## src/rtl/sysexc_pkg.sv

```systemverilog
package sysexc_pkg;

  localparam int ADDR_W  = 12;
  localparam int DATA_W  = 32;
  localparam int EXC_W   = 16;
  localparam int VEC_W   = 9;
  localparam int WOFS_W  = ADDR_W - 2;
  localparam int N_PAIR  = 2;

  // exception numbers
  localparam int EXC_NMI     = 2;
  localparam int EXC_MEM     = 4;
  localparam int EXC_BUS     = 5;
  localparam int EXC_USAGE   = 6;
  localparam int EXC_SVC     = 11;
  localparam int EXC_DEBUG   = 12;
  localparam int EXC_PENDSV  = 14;
  localparam int EXC_SYSTICK = 15;

  // word offsets (byte offset >> 2)
  localparam logic [WOFS_W-1:0] W_CTYPE  = 10'h001;
  localparam logic [WOFS_W-1:0] W_CTRL   = 10'h341;
  localparam logic [WOFS_W-1:0] W_VBASE  = 10'h342;
  localparam logic [WOFS_W-1:0] W_RSTCTL = 10'h343;
  localparam logic [WOFS_W-1:0] W_HSTAT  = 10'h349;
  localparam logic [WOFS_W-1:0] W_FST_LO = 10'h34A;
  localparam logic [WOFS_W-1:0] W_FST_HI = 10'h34F;
  localparam logic [WOFS_W-1:0] W_SWTRIG = 10'h3C0;

  localparam logic [15:0] RST_KEY   = 16'h05FA;
  localparam int          RST_BIT   = 2;
  localparam int          NMI_BIT   = 31;
  localparam int          VB_LOW    = 7;

  typedef struct packed {
    logic ctype;
    logic ctrl;
    logic vbase;
    logic rstctl;
    logic hstat;
    logic fstat;
    logic swtrig;
  } hit_t;

  // set/clear pair table: exception, set bit, clear bit
  function automatic int pair_exc(input int i);
    return (i == 0) ? EXC_PENDSV : EXC_SYSTICK;
  endfunction

  function automatic int pair_set(input int i);
    return (i == 0) ? 28 : 26;
  endfunction

  function automatic int pair_clr(input int i);
    return (i == 0) ? 27 : 25;
  endfunction

  function automatic logic [DATA_W-1:0] ctype_value(input int num_irq);
    return DATA_W'((num_irq / 32) - 1);
  endfunction

  function automatic logic [DATA_W-1:0] ctrl_pack(
      input logic [VEC_W-1:0] anum,
      input logic [VEC_W-1:0] tpend,
      input logic [EXC_W-1:0] pend);
    logic [DATA_W-1:0] v;
    v = '0;
    v[VEC_W-1:0]     = anum;
    v[12 +: VEC_W]   = tpend;
    v[26]            = pend[EXC_SYSTICK];
    v[28]            = pend[EXC_PENDSV];
    v[NMI_BIT]       = pend[EXC_NMI];
    return v;
  endfunction

  function automatic logic [DATA_W-1:0] hstat_pack(
      input logic [EXC_W-1:0] act,
      input logic [EXC_W-1:0] pend,
      input logic [2:0]       fen);
    logic [DATA_W-1:0] v;
    v = '0;
    v[0]  = act[EXC_MEM];
    v[1]  = act[EXC_BUS];
    v[3]  = act[EXC_USAGE];
    v[7]  = act[EXC_SVC];
    v[8]  = act[EXC_DEBUG];
    v[10] = act[EXC_PENDSV];
    v[11] = act[EXC_SYSTICK];
    v[12] = pend[EXC_USAGE];
    v[13] = pend[EXC_MEM];
    v[14] = pend[EXC_BUS];
    v[15] = pend[EXC_SVC];
    v[18:16] = fen;
    return v;
  endfunction

endpackage

```

## src/rtl/sysexc_decode.sv

```systemverilog
module sysexc_decode
  import sysexc_pkg::*;
(
  input  logic [ADDR_W-1:0] addr,
  output hit_t              hit,
  output logic              any_hit
);
  logic              aligned;
  logic [WOFS_W-1:0] w;

  assign aligned = (addr[1:0] == 2'b00);
  assign w       = addr[ADDR_W-1:2];

  always_comb begin
    hit        = '0;
    hit.ctype  = aligned && (w == W_CTYPE);
    hit.ctrl   = aligned && (w == W_CTRL);
    hit.vbase  = aligned && (w == W_VBASE);
    hit.rstctl = aligned && (w == W_RSTCTL);
    hit.hstat  = aligned && (w == W_HSTAT);
    hit.fstat  = aligned && (w >= W_FST_LO) && (w <= W_FST_HI);
    hit.swtrig = aligned && (w == W_SWTRIG);
  end

  assign any_hit = |hit;
endmodule

```

## src/rtl/sysexc_wrctl.sv

```systemverilog
module sysexc_wrctl
  import sysexc_pkg::*;
#(
  parameter int NUM_IRQ = 64
) (
  input  logic              clk,
  input  logic              rst_n,
  input  logic              wr_fire,
  input  hit_t              hit,
  input  logic [DATA_W-1:0] wdata,
  output logic              key_ok,
  output logic              trig_ok,
  output logic [EXC_W-1:0]  set_pend,
  output logic [EXC_W-1:0]  clr_pend,
  output logic              rst_req,
  output logic              trig_valid,
  output logic [VEC_W-1:0]  trig_num,
  output logic [DATA_W-1:0] vbase,
  output logic [2:0]        fault_en
);
  logic [EXC_W-1:0] set_nxt, clr_nxt;

  assign key_ok  = (wdata[DATA_W-1:16] == RST_KEY);
  assign trig_ok = (int'(wdata[VEC_W-1:0]) < NUM_IRQ);

  // set/clear strobes; set wins over clear within a pair
  always_comb begin
    set_nxt = '0;
    clr_nxt = '0;
    if (wr_fire && hit.ctrl) begin
      set_nxt[EXC_NMI] = wdata[NMI_BIT];
      for (int i = 0; i < N_PAIR; i++) begin
        if (wdata[pair_set(i)])
          set_nxt[pair_exc(i)] = 1'b1;
        else if (wdata[pair_clr(i)])
          clr_nxt[pair_exc(i)] = 1'b1;
      end
    end
  end

  always_ff @(posedge clk or negedge rst_n) begin
    if (!rst_n) begin
      set_pend   <= '0;
      clr_pend   <= '0;
      rst_req    <= 1'b0;
      trig_valid <= 1'b0;
      trig_num   <= '0;
      vbase      <= '0;
      fault_en   <= '0;
    end else begin
      set_pend   <= set_nxt;
      clr_pend   <= clr_nxt;
      rst_req    <= wr_fire && hit.rstctl && key_ok && wdata[RST_BIT];
      trig_valid <= wr_fire && hit.swtrig && trig_ok;
      if (wr_fire && hit.swtrig && trig_ok)
        trig_num <= wdata[VEC_W-1:0];
      if (wr_fire && hit.vbase)
        vbase <= {wdata[DATA_W-1:VB_LOW], {VB_LOW{1'b0}}};
      if (wr_fire && hit.hstat)
        fault_en <= {wdata[18], wdata[17], wdata[16]};
    end
  end
endmodule

```

## src/rtl/sysexc_rdmux.sv

```systemverilog
module sysexc_rdmux
  import sysexc_pkg::*;
#(
  parameter int NUM_IRQ = 64
) (
  input  logic              clk,
  input  logic              rst_n,
  input  logic              rd_fire,
  input  hit_t              hit,
  input  logic              any_hit,
  input  logic [EXC_W-1:0]  exc_active,
  input  logic [EXC_W-1:0]  exc_pending,
  input  logic [VEC_W-1:0]  act_num,
  input  logic [VEC_W-1:0]  top_pend,
  input  logic [DATA_W-1:0] vbase,
  input  logic [2:0]        fault_en,
  output logic [DATA_W-1:0] rdata,
  output logic              err
);
  logic [DATA_W-1:0] mux;

  always_comb begin
    mux = '0;
    unique case (1'b1)
      hit.ctype: mux = ctype_value(NUM_IRQ);
      hit.ctrl:  mux = ctrl_pack(act_num, top_pend, exc_pending);
      hit.vbase: mux = vbase;
      hit.hstat: mux = hstat_pack(exc_active, exc_pending, fault_en);
      default:   mux = '0;
    endcase
  end

  always_ff @(posedge clk or negedge rst_n) begin
    if (!rst_n) begin
      rdata <= '0;
      err   <= 1'b0;
    end else begin
      rdata <= rd_fire ? mux : '0;
      err   <= rd_fire && !any_hit;
    end
  end
endmodule

```

## src/rtl/sysexc_regfile.sv

```systemverilog
module sysexc_regfile
  import sysexc_pkg::*;
#(
  parameter int NUM_IRQ = 64
) (
  input  logic              clk,
  input  logic              rst_n,
  input  logic              reg_sel,
  input  logic              reg_wr,
  input  logic [11:0]       reg_addr,
  input  logic [31:0]       reg_wdata,
  output logic [31:0]       reg_rdata,
  output logic              reg_err,
  input  logic [15:0]       exc_active,
  input  logic [15:0]       exc_pending,
  input  logic [8:0]        act_num,
  input  logic [8:0]        top_pend,
  output logic [15:0]       set_pend,
  output logic [15:0]       clr_pend,
  output logic              rst_req,
  output logic              trig_valid,
  output logic [8:0]        trig_num,
  output logic [31:0]       vbase,
  output logic [2:0]        fault_en
);
  hit_t hit;
  logic any_hit;
  logic wr_fire, rd_fire;
  logic key_ok, trig_ok;
  logic hstat_wr;

  assign wr_fire  = reg_sel &&  reg_wr;
  assign rd_fire  = reg_sel && !reg_wr;
  assign hstat_wr = wr_fire && hit.hstat;

  sysexc_decode u_dec (
    .addr    (reg_addr),
    .hit     (hit),
    .any_hit (any_hit)
  );

  sysexc_wrctl #(.NUM_IRQ(NUM_IRQ)) u_wr (
    .clk        (clk),
    .rst_n      (rst_n),
    .wr_fire    (wr_fire),
    .hit        (hit),
    .wdata      (reg_wdata),
    .key_ok     (key_ok),
    .trig_ok    (trig_ok),
    .set_pend   (set_pend),
    .clr_pend   (clr_pend),
    .rst_req    (rst_req),
    .trig_valid (trig_valid),
    .trig_num   (trig_num),
    .vbase      (vbase),
    .fault_en   (fault_en)
  );

  sysexc_rdmux #(.NUM_IRQ(NUM_IRQ)) u_rd (
    .clk         (clk),
    .rst_n       (rst_n),
    .rd_fire     (rd_fire),
    .hit         (hit),
    .any_hit     (any_hit),
    .exc_active  (exc_active),
    .exc_pending (exc_pending),
    .act_num     (act_num),
    .top_pend    (top_pend),
    .vbase       (vbase),
    .fault_en    (fault_en),
    .rdata       (reg_rdata),
    .err         (reg_err)
  );
endmodule

```

## config.mk

```make
export PLATFORM = sky130hd
export DESIGN_NAME = sysexc_regfile
export DESIGN_NICKNAME = d
export VERILOG_FILES = /design/src/rtl/sysexc_pkg.sv /design/src/rtl/sysexc_decode.sv /design/src/rtl/sysexc_wrctl.sv /design/src/rtl/sysexc_rdmux.sv /design/src/rtl/sysexc_regfile.sv
export SDC_FILE = /design/constraint.sdc
export NUM_CORES = 1
export LEC_CHECK = 0
export BUFFER_PORTS_ARGS = -buffer_cell sky130_fd_sc_hd__buf_4
export CORE_MARGIN = 4
export CORE_UTILIZATION = 40
export DETAILED_ROUTE_END_ITERATION = 8
export GPL_TIMING_DRIVEN = 0
export HOLD_SLACK_MARGIN = 0.06
export PLACE_DENSITY = 0.77
export SLEW_MARGIN = 30
export SYNTH_ARGS = -nofsm -noshare
export SYNTH_HDL_FRONTEND = slang
export SYNTH_SLANG_ARGS = --single-unit
```

## constraint.sdc

```tcl
create_clock -name clk -period 1.1 [get_ports clk]
set_clock_uncertainty 0.2 [all_clocks]
set_input_delay 0.055 -clock clk [delete_from_list [all_inputs] [get_ports clk]]
set_output_delay 0.055 -clock clk [all_outputs]
set_load 0.1 [all_outputs]
```

# Word level (Yosys, flattened, before mapping)

Cells that the tools add are included.

Bits in registers: 77
Bits in latches: 0
Bits in writable memories: 0
Bits in read-only memories: 0
Bits of input ports: 98
Output and inout bits: 111
Word-level logic and storage cells: 53
Memories kept: 0

$add $sub $neg: 0
Multiply operators: 0
Divide/modulo/power cells: 0
Magnitude comparators: 3
Eq/ne operators: 7
Shift operators: 0
Muxes and demuxes: 11
Bitwise operators: 0
Reductions and logical operators: 23

Operators by type and width:

| operator             | number |
|---|---|
| $pmux 32 s4          | 1 |
| $eq 10x10->1 const B | 5 |
| $mux 32              | 1 |
| $logic_and 1x1->1    | 19 |
| $eq 16x11->1 const B | 1 |
| $eq 10x1->1 const B  | 1 |
| $ge 10x10->1 const B | 1 |
| $le 10x10->1 const B | 1 |
| $lt 9x7->1 const B   | 1 |
| $mux 1               | 7 |
| $reduce_or 7->1      | 1 |
| $mux 2               | 2 |
| $logic_not 1->1      | 2 |
| $logic_not 2->1      | 1 |

# Logic depth before layout (Yosys ltp)

Depth after elaboration: 6
Depth in mapped cells: 6
Mapped depth without buffers: 4

# Modules after synthesis

From an unflattened synthesis, not the netlist that was laid out.

Cells, all modules: 265
Area total of the unflattened synthesis: 3,345.7 um^2

By module, submodules not included:

| module         | times used | cells each | area each (um^2) |
|---|---|---|---|
| sysexc_wrctl   | 1          | 135        | 1,891.8 |
| sysexc_rdmux   | 1          | 100        | 1,266.2 |
| sysexc_decode  | 1          | 28         | 171.4 |
| sysexc_regfile | 1          | 2          | 16.3 |

# Worst setup path after synthesis

No wires, ideal clock.

Path kind: input -> register
From: in reg_addr[5]
To: reg u_wr.trig_num[0]
Library setup time: 125 ps
Arrival time: 1,531 ps
Slack: -757 ps
Cell stages on the path: 5
Cells stage by stage: buf_2 nor4_4 nand2_1 nor4_4 mux2_2

Cells in the longest elaborated chain, start to end: 4

Ends and longest elaborated chain:

| element                        | RTL line             | source |
|---|---|---|
| start, declared                | sysexc_regfile.sv:10 | `input logic [11:0] reg_addr,` |
| $eq 10x10->1                   | sysexc_decode.sv:22  | `hit.swtrig = aligned && (w == W_SWTRIG);` |
| $logic_and 1x1->1              | sysexc_decode.sv:22  |  |
| $logic_and 1x1->1 (2 in a row) | sysexc_wrctl.sv:55   | `if (wr_fire && hit.swtrig && trig_ok)` |
| end signal, assigned           | sysexc_wrctl.sv:56   | `trig_num <= wdata[VEC_W-1:0];` |
| end, declared                  | sysexc_wrctl.sv:17   | `output logic [VEC_W-1:0] trig_num,` |

No other way between the ends.
A chain may end at the register's enable or synchronous reset.

# Final worst setup path

From: in reg_addr[7]
To: reg u_wr.vbase[18]

Cells in the longest elaborated chain, start to end: 3

Ends and longest elaborated chain:

| element              | RTL line            | source |
|---|---|---|
| $eq 10x10->1         | sysexc_decode.sv:18 | `hit.vbase = aligned && (w == W_VBASE);` |
| $logic_and 1x1->1    | sysexc_decode.sv:18 |  |
| $logic_and 1x1->1    | sysexc_wrctl.sv:57  | `if (wr_fire && hit.vbase)` |
| end signal, assigned | sysexc_wrctl.sv:58  | `vbase <= {wdata[DATA_W-1:VB_LOW], {VB_LOW{1'b0}}};` |
| end, declared        | sysexc_wrctl.sv:18  | `output logic [DATA_W-1:0] vbase,` |

No other way between the ends.

==> run_results.csv <==
group,metric,value,unit
run_status,outcome,"finished, violations left",
run_status,violations,"negative hold slack, negative setup slack",
floorplan,io_pins,209,
floorplan,dieArea,0.0106,mm2
placed_design,post-dp-hpwl,7730,um
timing,finalHoldViolations,90,
detailed_routing,wire_per_inst,24.4,um
global_route,grt_pass1_vias,3965,
pwr,power,6.64,mW
synth,synth_enable_flop_cells,0,
global_route,grt_antenna_before_repair,0,
synth,syn_inst,283,
floorplan,initial_core_util,0.413,
critical_path,path_class,"in2reg",
global_route,grt_pass1_wl,21600,um
placed_design,numPortBuffers,155,
synth,synth_adder_area_share,0,
synth,synth_compound_area_frac,0.0567,
timing,worst_pin_slew,0.698,ns
timing,setup_ws,-0.508,ns
synth,ys_seq_area_frac,0.533,
critical_path,crit_chain,"buf_4, or4_4, nor3_4, nand3b_4, buf_6, mux2_4",
synth,syn_avg_cell_area,12.8,um2
finish,fin_nets,680,
detailed_routing,num_vias,3747,
placed_design,gp_congestion,0.842,
synth,netlist.area_leader.share,0.533,
global_route,grt.busiest_layer,"met2",
detailed_routing,vias_per_cell,5.40,
floorplan,std_cell_rows,34,
timing,fin_crit,1.61,ns
timing,rsz0062_at_grt,"true",
clock_tree,cts_inserted_buffers,9,
critical_path,critPathMaxFanout,10,
synth,muxShareOfSynthArea,0.160,
timing,timing.fmax,622,MHz
global_route,met1_usage,0.294,
detailed_routing,wl,17000,um
synth,synthSimpleGateAreaFrac,0.160,
detailed_routing,drt-initial-drc-count,292,
placed_design,placed_cell_area,0.00517,mm2
critical_path,arrival,1.64,ns
critical_path,critical_path_required,1.13,ns
synth,synth_xor_xnor_area_share,0,
finish,fillers,381,
finish,layout_commonest_cell,"buf_4",
flow_run,drv_cap,0,
critical_path,crit_path_end_kind,"register",
detailed_routing,drc,0,
pwr,power.density,893,mW/mm2
clock_tree,htreeDepth,3,
global_route,use_met3,0.0825,
critical_path,slowest_stage,"or4_4",
clock_tree,cts-root-buf,"clkbuf_8",
finish,layout-drive-gt1-share,0.725,
detailed_routing,route.antenna.remaining_nets,0,
floorplan,dieWidth,103,um
critical_path,r2r_setup_slack,-0.37,ns
finish,layout_common_cells,"buf_4 (148), dfrtp_2 (59), buf_12 (46)",
pwr,leakagePower,3.62,nW
critical_path,endpoint,"u_wr.vbase[18]",
synth,ys_ff_latch,77,
finish,register_area,0.00200,mm2
placed_design,pre_cts_slack,-1.01,ns
global_route,grt_use_met2,0.492,
pwr,ir_worst_vdd,0.874,mV
critical_path,startpoint,"reg_addr[7]",
finish,multi_input_area,0.00177,mm2
synth,synthDistinctLibCells,42,
timing,setup_violations,154,
clock_tree,cts.sinks,77,
timing,max_slew_margin,0.534,
pwr,seqPwrFrac,0.427,
global_route,grt_overflow,0,
global_route,grt_max_degree,78,
pwr,p_clk_frac,0.365,
critical_path,start_kind,"input port",
finish,stdcell_count,694,
critical_path,cp_slowest_stage_delay,0.53,ns
clock_tree,cts_tree,"yes",
clock_tree,clk_path_buf_depth,2,
synth,async_flop_share,1.00,
synth,netlist_area,0.00362,mm2
critical_path,rr_endpoint,"u_rd.rdata[16]",
timing,drv_slew,0,
critical_path,r2r-start,"u_wr.fault_en[0]",
pwr,sw_frac_of_total,0.308,
finish,syn2layout_area_growth,106,%
synth,yosysWarnings,0,
clock_tree,clock_latency,0.36,ns
pwr,p_sw,2.05,mW
floorplan,die_h,103,um
pwr,p_comb_frac,0.208,
floorplan,fp.coreArea,0.00876,mm2
synth,ys.flop_type,"dfrtp_1",
timing,finalCritPeriodShare,1.46,
timing,setup_tns,-37.36,ns
critical_path,r2r_cells,3,
synth,synth_top_family_by_area,"simple AND/OR/NAND/NOR gates",
finish,fin_area,0.00744,mm2
min_path,hp-class,"in2async",
synth,yosys-top-cells-area,"dfrtp_1 (53%), mux2_4 (8.3%), mux2_2 (7.2%), buf_4 (7.1%), and2_1 (2.8%)",
clock_tree,clk_pin_slew_worst_paths,0.09,ns
synth,synth_top_area_cell,"dfrtp_1",
finish,post-route-util,0.849,
global_route,grt.total_usage,0.271,
placed_design,dp.cells,579,
timing,hold_slack,-0.470,ns
pwr,p_int,4.60,mW
finish,diodes,0,
detailed_routing,firstDrtPassIters,5,
-- cell usage after synthesis, types with 4 or more instances --
cell and n:
or3_1 4, nor3_1 5, buf_4 34, nor2_1 6, a31oi_1 9, nand4_1 6, a22o_1 5, mux2_4 20
dfrtp_1 77, and2_1 16, mux2_2 23, clkbuf_1 8, nand2_1 13, o22ai_1 9
-- how the worst min path moves through the flow --
stage / from / to / slack [ns] / cells after the start
floorplan: rst_n / u_rd.err / -0.44 / 0
global placement: reg_wdata[28] / u_wr.clr_pend[14] / 0.04 / 2
detailed placement: reg_wdata[26] / u_wr.clr_pend[15] / 0.05 / 2
CTS: rst_n / u_rd.rdata[2] / -0.32 / 1
global route: rst_n / u_wr.vbase[20] / -0.42 / 1
finish: rst_n / u_wr.rst_req / -0.47 / 1
-- critical path: cells and delay by family --
| family | cells | cell delay, ns |
|---|---|---|
| mux | 1 | 0.32 |
| simple gates | 3 | 0.92 |
| buf+inv | 2 | 0.34 |
-- registers in the layout, indices dropped and copies added, names as in the netlist --
name,flops
u_rd.err,1
u_rd.rdata,32
u_wr.clr_pend,2
u_wr.fault_en,3
u_wr.rst_req,1
u_wr.set_pend,3
u_wr.trig_num,9
u_wr.trig_valid,1
u_wr.vbase,25
-- logic make-up after synthesis --
logic type,Yosys count
buffers and inverters,47
multiplexers,45
AO/OA/AOI/OAI,30
other,1
flip-flops,77
AND/OR/NAND/NOR,83
-- layout make-up --
| class | instances | area share |
|---|---|---|
| Timing Repair Buffer | 255 | 0.393 |
| Multi-Input combinational cell | 192 | 0.238 |
| Sequential cell | 77 | 0.269 |
| Clock buffer | 9 | 0.0167 |
| Buffer | 47 | 0.0528 |
| Clock inverter | 6 | 0.0119 |
| Tap cell | 108 | 0.0182 |
-- power groups by stage --
stage / sequential [mW] / clock (mW) / combinational (mW)
2_1_floorplan: 2.92 / 0 / 0.729
6_report: 2.84 / 2.42 / 1.38
4_1_cts: 2.84 / 2.36 / 1.29
5_1_grt: 2.84 / 2.55 / 1.44
3_5_place_dp: 2.89 / 0 / 1.11
3_3_place_gp: 2.89 / 0 / 1.10
-- layer usage --
metal  routed length (um)  vias to the layer above
met5                    0                        -
met2                 8520                      301
met1                 5830                     1811
met3                 1580                       88
met4                 1050                        0
li1                     -                     1547
-- what timing repair did --
action,4_1_cts,5_1_grt
gates cloned,2,2
resized for setup,206,86
endpoints found under the setup margin,154,154
pin swaps,20,18
hold buffers,44,7
buffers inserted,41,12
hold endpoints to repair,142,107
(Power assumes the default switching activity.)
